--- config.mk ---
export PLATFORM = sky130hd
export DESIGN_NAME = pwm_seq_gen
export DESIGN_NICKNAME = d
export VERILOG_FILES = /design/src/rtl/pwm_seq_pkg.sv /design/src/rtl/pwm_seq_regs.sv /design/src/rtl/pwm_seq_prescaler.sv /design/src/rtl/pwm_seq_counter.sv /design/src/rtl/pwm_seq_chan.sv /design/src/rtl/pwm_seq_gen.sv
export SDC_FILE = /design/constraint.sdc
export NUM_CORES = 1
export LEC_CHECK = 0
export ABC_CLOCK_PERIOD_IN_PS = 3900
export BUFFER_PORTS_ARGS = -buffer_cell sky130_fd_sc_hd__buf_2
export CAP_MARGIN = 30
export CORE_UTILIZATION = 35
export DETAILED_ROUTE_END_ITERATION = 8
export GPL_TIMING_DRIVEN = 0
export SLEW_MARGIN = 20
export SYNTH_ARGS = -nofsm -noshare
export SYNTH_HDL_FRONTEND = slang
export SYNTH_SLANG_ARGS = --single-unit
--- constraint.sdc ---
create_clock -name clk -period 3.9 [get_ports clk]
set_input_delay 0.195 -clock clk [delete_from_list [all_inputs] [get_ports clk]]
set_output_delay 0.195 -clock clk [all_outputs]
set_load 0.05 [all_outputs]
--- src/rtl/pwm_seq_pkg.sv ---
package pwm_seq_pkg;

    // Run-state of the generator
    typedef enum logic [1:0] {
        ST_IDLE     = 2'd0,
        ST_RUN      = 2'd1,
        ST_STOPPING = 2'd2
    } run_state_e;

    // Register indices
    localparam int REG_CFG  = 0;
    localparam int REG_TOP  = 1;
    localparam int REG_CMD  = 2;
    localparam int REG_STAT = 3;
    localparam int REG_SEQ0 = 4;

    // Command bits
    localparam int CMD_START_BIT = 0;
    localparam int CMD_STOP_BIT  = 1;

endpackage

--- src/rtl/pwm_seq_regs.sv ---
module pwm_seq_regs import pwm_seq_pkg::*; #(
    parameter int NUM_CH = 4,
    parameter int CNT_W  = 15,
    parameter int PSC_W  = 3,
    parameter int ADDR_W = 3,
    localparam int WORD_W = CNT_W + 1
) (
    input  logic                           clk,
    input  logic                           rst_n,
    input  logic                           wr_en,
    input  logic [ADDR_W-1:0]              wr_addr,
    input  logic [WORD_W-1:0]              wr_data,
    input  logic [ADDR_W-1:0]              rd_addr,
    input  logic                           stopped,
    output logic [WORD_W-1:0]              rd_data,
    output logic                           cfg_center,
    output logic [PSC_W-1:0]               cfg_psc,
    output logic [CNT_W-1:0]               cfg_top,
    output logic [NUM_CH-1:0][WORD_W-1:0]  seq_words,
    output logic                           start_cmd,
    output logic                           stop_cmd
);

    typedef struct packed {
        logic                          center;
        logic [PSC_W-1:0]              psc;
        logic [CNT_W-1:0]              top;
        logic [NUM_CH-1:0][WORD_W-1:0] seq;
    } regs_t;

    regs_t r_d, r_q;

    always_comb begin
        r_d = r_q;
        if (wr_en) begin
            if (wr_addr == ADDR_W'(REG_CFG)) begin
                r_d.center = wr_data[0];
                r_d.psc    = wr_data[PSC_W:1];
            end
            if (wr_addr == ADDR_W'(REG_TOP)) begin
                r_d.top = wr_data[CNT_W-1:0];
            end
            for (int i = 0; i < NUM_CH; i++) begin
                if (wr_addr == ADDR_W'(REG_SEQ0 + i)) begin
                    r_d.seq[i] = wr_data;
                end
            end
        end
    end

    always_ff @(posedge clk or negedge rst_n) begin
        if (!rst_n) begin
            r_q <= '0;
            for (int i = 0; i < NUM_CH; i++) begin
                r_q.seq[i][CNT_W] <= 1'b1;
            end
        end else begin
            r_q <= r_d;
        end
    end

    // Command decode: pulses for one cycle with the write
    always_comb begin
        start_cmd = wr_en && (wr_addr == ADDR_W'(REG_CMD)) && wr_data[CMD_START_BIT];
        stop_cmd  = wr_en && (wr_addr == ADDR_W'(REG_CMD)) && wr_data[CMD_STOP_BIT];
    end

    // Read mux
    always_comb begin
        rd_data = '0;
        if (rd_addr == ADDR_W'(REG_CFG)) begin
            rd_data[0]       = r_q.center;
            rd_data[PSC_W:1] = r_q.psc;
        end
        if (rd_addr == ADDR_W'(REG_TOP)) begin
            rd_data[CNT_W-1:0] = r_q.top;
        end
        if (rd_addr == ADDR_W'(REG_STAT)) begin
            rd_data[0] = stopped;
        end
        for (int i = 0; i < NUM_CH; i++) begin
            if (rd_addr == ADDR_W'(REG_SEQ0 + i)) begin
                rd_data = r_q.seq[i];
            end
        end
    end

    assign cfg_center = r_q.center;
    assign cfg_psc    = r_q.psc;
    assign cfg_top    = r_q.top;
    assign seq_words  = r_q.seq;

endmodule

--- src/rtl/pwm_seq_prescaler.sv ---
module pwm_seq_prescaler #(
    parameter int PSC_W = 3,
    localparam int DIV_W = (1 << PSC_W) - 1
) (
    input  logic             clk,
    input  logic             rst_n,
    input  logic             clear,
    input  logic             run,
    input  logic [PSC_W-1:0] psc,
    output logic             tick
);

    logic [DIV_W-1:0] pcnt_d, pcnt_q;
    logic [DIV_W-1:0] limit;

    always_comb begin
        limit  = ~(~DIV_W'(0) << psc);
        tick   = run && (pcnt_q == limit);
        pcnt_d = pcnt_q;
        if (clear) begin
            pcnt_d = '0;
        end else if (run) begin
            pcnt_d = tick ? '0 : pcnt_q + DIV_W'(1);
        end
    end

    always_ff @(posedge clk or negedge rst_n) begin
        if (!rst_n) begin
            pcnt_q <= '0;
        end else begin
            pcnt_q <= pcnt_d;
        end
    end

    // no two ticks in a row unless the divider is 1
    a_r6_tick_spacing: assert property (@(posedge clk) disable iff (!rst_n)
        (tick && (psc != '0) && !clear) |=> !tick);

endmodule

--- src/rtl/pwm_seq_counter.sv ---
module pwm_seq_counter #(
    parameter int CNT_W = 15
) (
    input  logic             clk,
    input  logic             rst_n,
    input  logic             clear,
    input  logic             tick,
    input  logic             center,
    input  logic [CNT_W-1:0] top,
    output logic [CNT_W-1:0] cnt,
    output logic             period_end
);

    typedef struct packed {
        logic [CNT_W-1:0] cnt;
        logic             down;
    } cnt_state_t;

    cnt_state_t c_d, c_q;
    logic [CNT_W-1:0] nxt;
    logic             nxt_down;

    always_comb begin
        nxt      = c_q.cnt;
        nxt_down = c_q.down;
        if (!center) begin
            nxt      = (c_q.cnt >= top) ? '0 : c_q.cnt + CNT_W'(1);
            nxt_down = 1'b0;
        end else if (!c_q.down) begin
            if (c_q.cnt >= top) begin
                nxt      = (top == '0) ? '0 : top - CNT_W'(1);
                nxt_down = 1'b1;
            end else begin
                nxt = c_q.cnt + CNT_W'(1);
            end
        end else begin
            nxt = (c_q.cnt == '0) ? '0 : c_q.cnt - CNT_W'(1);
        end
        if (nxt == '0) begin
            nxt_down = 1'b0;
        end

        period_end = tick && (nxt == '0);

        c_d = c_q;
        if (clear) begin
            c_d = '0;
        end else if (tick) begin
            c_d.cnt  = nxt;
            c_d.down = nxt_down;
        end
    end

    always_ff @(posedge clk or negedge rst_n) begin
        if (!rst_n) begin
            c_q <= '0;
        end else begin
            c_q <= c_d;
        end
    end

    assign cnt = c_q.cnt;

    // edge-aligned wraps to zero after reaching top
    a_r3_edge_wrap: assert property (@(posedge clk) disable iff (!rst_n)
        (tick && !clear && !center && (c_q.cnt >= top)) |=> (c_q.cnt == '0));

    // center-aligned turns downward at top
    a_r4_center_turn: assert property (@(posedge clk) disable iff (!rst_n)
        (tick && !clear && center && !c_q.down && (c_q.cnt == top) && (top > CNT_W'(1)))
        |=> (c_q.down && (c_q.cnt == top - CNT_W'(1))));

endmodule

--- src/rtl/pwm_seq_chan.sv ---
module pwm_seq_chan #(
    parameter int CNT_W = 15
) (
    input  logic             running,
    input  logic [CNT_W-1:0] cnt,
    input  logic [CNT_W-1:0] top,
    input  logic [CNT_W:0]   word,
    input  logic [CNT_W:0]   idle_word,
    output logic             out
);

    logic [CNT_W-1:0] cmp;
    logic             act;

    always_comb begin
        cmp = word[CNT_W-1:0];
        act = (cmp != '0) && ((cmp >= top) || (cnt < cmp));
        if (running) begin
            out = word[CNT_W] ? act : !act;
        end else begin
            out = !idle_word[CNT_W];
        end
    end

endmodule

--- src/rtl/pwm_seq_gen.sv ---
module pwm_seq_gen import pwm_seq_pkg::*; #(
    parameter int NUM_CH = 4,
    parameter int CNT_W  = 15,
    parameter int PSC_W  = 3,
    localparam int WORD_W = CNT_W + 1,
    localparam int ADDR_W = $clog2(REG_SEQ0 + NUM_CH)
) (
    input  logic              clk,
    input  logic              rst_n,
    input  logic              wr_en,
    input  logic [ADDR_W-1:0] wr_addr,
    input  logic [WORD_W-1:0] wr_data,
    input  logic [ADDR_W-1:0] rd_addr,
    output logic [WORD_W-1:0] rd_data,
    output logic [NUM_CH-1:0] pwm_out,
    output logic              stopped
);

    typedef struct packed {
        run_state_e                    state;
        logic                          center;
        logic [PSC_W-1:0]              psc;
        logic [CNT_W-1:0]              top;
        logic [NUM_CH-1:0][WORD_W-1:0] seq;
        logic                          pend;
    } ctl_t;

    ctl_t q, d;

    logic                          cfg_center;
    logic [PSC_W-1:0]              cfg_psc;
    logic [CNT_W-1:0]              cfg_top;
    logic [NUM_CH-1:0][WORD_W-1:0] seq_words;
    logic                          start_cmd;
    logic                          stop_cmd;
    logic                          clear;
    logic                          tick;
    logic                          period_end;
    logic [CNT_W-1:0]              cnt;
    logic                          running;

    pwm_seq_regs #(
        .NUM_CH (NUM_CH),
        .CNT_W  (CNT_W),
        .PSC_W  (PSC_W),
        .ADDR_W (ADDR_W)
    ) u_regs (
        .clk        (clk),
        .rst_n      (rst_n),
        .wr_en      (wr_en),
        .wr_addr    (wr_addr),
        .wr_data    (wr_data),
        .rd_addr    (rd_addr),
        .stopped    (stopped),
        .rd_data    (rd_data),
        .cfg_center (cfg_center),
        .cfg_psc    (cfg_psc),
        .cfg_top    (cfg_top),
        .seq_words  (seq_words),
        .start_cmd  (start_cmd),
        .stop_cmd   (stop_cmd)
    );

    // Control: start, deferred reload, deferred stop
    always_comb begin
        d     = q;
        clear = 1'b0;
        unique case (q.state)
            ST_IDLE: begin
                if (start_cmd && !stop_cmd) begin
                    d.state  = ST_RUN;
                    d.center = cfg_center;
                    d.psc    = cfg_psc;
                    d.top    = cfg_top;
                    d.seq    = seq_words;
                    d.pend   = 1'b0;
                    clear    = 1'b1;
                end
            end
            ST_RUN: begin
                if (period_end && q.pend) begin
                    d.seq  = seq_words;
                    d.pend = 1'b0;
                end
                if (stop_cmd) begin
                    d.state = ST_STOPPING;
                    d.pend  = 1'b0;
                end else if (start_cmd) begin
                    d.pend = 1'b1;
                end
            end
            ST_STOPPING: begin
                if (period_end) begin
                    d.state = ST_IDLE;
                end
            end
            default: d.state = ST_IDLE;
        endcase
    end

    always_ff @(posedge clk or negedge rst_n) begin
        if (!rst_n) begin
            q <= '0;
            for (int i = 0; i < NUM_CH; i++) begin
                q.seq[i][CNT_W] <= 1'b1;
            end
        end else begin
            q <= d;
        end
    end

    assign running = (q.state != ST_IDLE);
    assign stopped = (q.state == ST_IDLE);

    pwm_seq_prescaler #(
        .PSC_W (PSC_W)
    ) u_psc (
        .clk   (clk),
        .rst_n (rst_n),
        .clear (clear),
        .run   (running),
        .psc   (q.psc),
        .tick  (tick)
    );

    pwm_seq_counter #(
        .CNT_W (CNT_W)
    ) u_cnt (
        .clk        (clk),
        .rst_n      (rst_n),
        .clear      (clear),
        .tick       (tick),
        .center     (q.center),
        .top        (q.top),
        .cnt        (cnt),
        .period_end (period_end)
    );

    for (genvar i = 0; i < NUM_CH; i++) begin : g_ch
        pwm_seq_chan #(
            .CNT_W (CNT_W)
        ) u_chan (
            .running   (running),
            .cnt       (cnt),
            .top       (q.top),
            .word      (q.seq[i]),
            .idle_word (seq_words[i]),
            .out       (pwm_out[i])
        );

        // zero compare stays inactive while running
        a_r5_zero_inactive: assert property (@(posedge clk) disable iff (!rst_n)
            (running && (q.seq[i][CNT_W-1:0] == '0)) |-> (pwm_out[i] == !q.seq[i][CNT_W]));

        // idle level follows the buffered polarity
        a_r11_idle_level: assert property (@(posedge clk) disable iff (!rst_n)
            stopped |-> (pwm_out[i] == !seq_words[i][CNT_W]));
    end

    // counter stays within range while running
    a_r3_cnt_range: assert property (@(posedge clk) disable iff (!rst_n)
        running |-> (cnt <= q.top));

    // start from idle begins at count zero
    a_r7_start_zero: assert property (@(posedge clk) disable iff (!rst_n)
        (stopped && start_cmd && !stop_cmd) |=> (running && (cnt == '0)));

    // running configuration frozen
    a_r8_cfg_frozen: assert property (@(posedge clk) disable iff (!rst_n)
        running |=> ($stable(q.top) && $stable(q.psc) && $stable(q.center)));

    // words change only at a period boundary
    a_r8_words_boundary: assert property (@(posedge clk) disable iff (!rst_n)
        (running && !period_end) |=> $stable(q.seq));

    // stop completes at the boundary
    a_r9_stop_boundary: assert property (@(posedge clk) disable iff (!rst_n)
        ((q.state == ST_STOPPING) && period_end) |=> stopped);

    // wind-down is not cut short by a start
    a_r10_start_ignored: assert property (@(posedge clk) disable iff (!rst_n)
        ((q.state == ST_STOPPING) && !period_end) |=> (q.state == ST_STOPPING));

endmodule

==> reports/qor.txt <==
Status -> finished with violations
Violated checks -> setup timing
Worst setup margin -> -0.0792 ns
Clock sinks -> 192
Kind of critical path -> flip-flop to flip-flop
Die area -> 37900 µm²
Clock power frac -> 20.9%
Share of layout cells above drive strength 1 -> 30.2%
Synthesized area -> 13000 µm²
Pre-Repair DR Iteration Count -> 5
Part of the power in registers -> 32.9%
Vias -> 10.1k
Async S/R FF share, synth -> 100%
Via density -> 5.54
Drt total wl -> 39.1 mm
Max Freq -> 251 MHz
Slowest cell on crit path -> or4_4
Global-route wire length before repair -> 60.7 mm
Core box area -> 36600 µm²
Pwr/cell area -> 572 nW/µm²
Die H -> 195 µm
CP Launch Type -> flip-flop
Hold WC Path Type -> input port to flip-flop
GPL Wtd Cong -> 0.919
CTS clk-pin slew, worst paths -> 0.08 ns
Final instance area -> 15300 µm²
Final Slew Violations -> 0
Hold path cells -> 2
Sw Ratio -> 41.3%
Yosys warns -> 0
Synth Register Bits -> 192
Endpoints failing setup -> 60
Width of the die -> 195 µm
Initial core utilization -> 35.5%
Worst reg-to-reg path cell count -> 15
Mapped Cells -> 1222
Worst Tran Pin Value -> 0.954 ns
Final Cycle Share -> 102%
Setup TNS -> -3.13 ns
Placement Cell Area -> 13900 µm²
CP peak stage delay -> 0.47 ns
Grt ovf -> 0
Worst endpoint required time -> 4.24 ns
Crit path DAT -> 4.32 ns
GRT Util Overall -> 21.2%
Fin nets -> 1502
Skew-Pair Late Insertion Delay -> 0.47 ns
Top delay family on crit path -> simple AND/OR/NAND/NOR gates
Largest net degree at the start of global routing -> 101
Maximum vdd ir drop -> 0.530 mV
CP Cell Sequence -> inv_2 > ha_1 > and4_1 > o311a_1 > buf_6 > buf_4 > or4_4 > o221ai_4 > nor4_2 > nand4_1 > or4_4 > o31a_1 > buf_12 > buf_12 > mux2_4
Antenna diodes -> 0
Pint -> 5.12 mW
Inserted Clock Buffers -> 17
Row cnt -> 70
Dpl hpwl -> 29.2 mm
Root buf cell -> clkbuf_16
Combinational power share -> 46.3%
Skew final -> 0.0161 ns
Post-synthesis sequential area ratio -> 37.1%
Vias in the first global route -> 10.3k
Syn avg cell area -> 10.6 µm²
CTS tree -> built
Initial antenna violation count -> 0
Syn nets -> 1382
IO buf count -> 40
Leak Pwr -> 7.13 nW
CTS H-tree lvls -> 4
DRT iter0 DRCs -> 618
Clock buffer depth -> 2
Wire per inst -> 21.5 µm
Final hold vios -> 0
Number of enable flip-flop cells after synthesis -> 0
Unique masters post-synth -> 79
RSZ-0062 raised after global routing -> true
Post-route minimum period -> 3.98 ns
Crit. End Element -> flip-flop
Crit Path Max Fanout -> 10
Dpl ws -> -0.734 ns
DRC -> 0
Max Cap Viol -> 0
WP depth -> 15
Post-synth top flop -> dfrtp_1
Crit path buf inv count -> 5
P&R area growth vs syn -> 17.6%
# IOs -> 46
Switching pwr -> 3.61 mW
Final ANT Viol Nets -> 0
Slew Limit Headroom -> 36.4%
-- power by group through the flow --
stage          combinational [mW]  sequential, mW  clock [mW]
4_1_cts                      3.95            2.86        1.86
6_report                     4.04            2.87        1.82
5_1_grt                      4.47            2.92        1.95
2_1_floorplan                2.69            2.70           0
3_5_place_dp                 3.52            2.98           0
3_3_place_gp                 3.42            2.97           0
-- cells in the mapped netlist, types with 8 or more instances --
master    instances  share of area [%]
a211oi_1          9               0.52
a21o_1           35                2.0
a21oi_1          39                1.5
a22oi_1          13               0.75
clkbuf_1         36                1.0
dfrtp_1         184                 35
dfstp_2           8                1.6
ha_1            135                 13
inv_1            84                2.4
mux2_2           98                8.5
mux2_4           60                6.9
mux2i_1          18                1.4
nand2_1          70                2.0
nand2b_1         14               0.67
nand3_1          27                1.0
nand4_1          29                1.4
nor2_1           54                1.6
nor2b_1          11               0.53
nor3_1           20               0.77
nor4_1           17               0.82
o21a_1           13               0.75
o21ai_0          65                2.5
o22ai_1          19               0.91
xnor2_1          23                1.6
xor2_1           14               0.94
-- cell usage in the layout, fill, tap and decap left out, types with 16 or more instances in the layout --
master / synthesis / layout
nand4_1: 29 / 29
dfrtp_1: 184 / 165
xnor2_1: 23 / 23
buf_4: 6 / 57
a21o_1: 35 / 35
inv_1: 84 / 68
mux2i_1: 18 / 18
nor2_1: 54 / 53
ha_1: 135 / 128
mux2_2: 98 / 98
nand2_1: 70 / 70
nand3_1: 27 / 27
mux2_4: 60 / 60
a21oi_1: 39 / 37
o22ai_1: 19 / 19
o21ai_0: 65 / 59
dfrtp_2: 0 / 19
clkbuf_1: 36 / 32
nor3_1: 20 / 17
nor4_1: 17 / 16
clkbuf_16: 0 / 19
buf_2: 1 / 37
-- area by class of cell --
class | instances | area, µm²
plain buffers | 55 | 365
clock buffers | 17 | 425
clock inverters | 14 | 168
fillers | 3513 | 21300
inverters | 84 | 353
multi-input cells | 890 | 7750
flip-flops and latches | 192 | 4840
well taps | 468 | 586
repair buffers | 102 | 783
-- worst reg2reg max path, delay by kind of cell, from the launching register on --
kind                       cells  cell delay [ns]
DFF                            1             0.42
AOI/OAI and AO/OA              3             0.68
and+or+nand+nor                5             1.38
buffers and inverters          5             0.72
adders and majority gates      1             0.34
muxes                          1             0.31
-- per-stage QoR --
stage / hold slack (ns) / std cells / power, mW / utilization [%]
6_report: 0.0260 / 1822 / 8.74 / 41.7
5_1_grt: 0.0118 / 1822 / 9.34 / 41.7
4_1_cts: 0.00196 / 1812 / 8.67 / 41.2
3_5_place_dp: -0.000144 / 1735 / 6.50 / 37.9
3_3_place_gp: 0.488 / 1730 / 6.39 / 37.7
2_1_floorplan: -0.101 / 1222 / 5.39 / -
-- cell families after synthesis --
group,Yosys count,synth area share (%)
buf+inv,140,5.12
xor+xnor,37,2.49
simple gates,298,12.5
compound gates,239,12.1
mux,181,17.7
flops,192,37.1
fa+ha+maj,135,13.0
-- flip-flops by register name, summed over array words and instances (netlist names) --
register and flops:
u_regs.cfg_top 15, u_cnt.cnt 15, q 86, u_cnt.c_q 1, u_regs.cfg_center 1, u_regs.seq_words 64, u_psc.pcnt_q 7, u_regs.cfg_psc 3
-- final timing paths --
check,to,from,slack [ns]
worst max-delay path,q[5],q[79],-0.08
worst min register to register,q[26],u_regs.seq_words[25],0.52
max in group asynchronous,u_cnt.cnt[0],rst_n,3.09
min in group asynchronous,u_regs.cfg_top[11],rst_n,0.12
worst max register to register,q[5],q[79],-0.08
worst min-delay path,u_regs.seq_words[23],wr_data[7],0.03
-- routing by layer --
metal	GRT usage (%)	vias to the layer above	share of wire, %
met2	35.5	219	48
li1	-	4733	-
met1	27.5	5076	45
met3	3.09	61	3.3
met4	8.20	0	3.2
met5	0	-	0
-- timing repair --
action	4_1_cts	5_1_grt
hold buffers	2	0
pin swaps	12	11
endpoints found under the hold margin	185	0
gates cloned	0	2
resized for setup	74	28
endpoints found under the setup margin	69	67
buffers inserted	44	9
(Power assumes the default switching activity.)
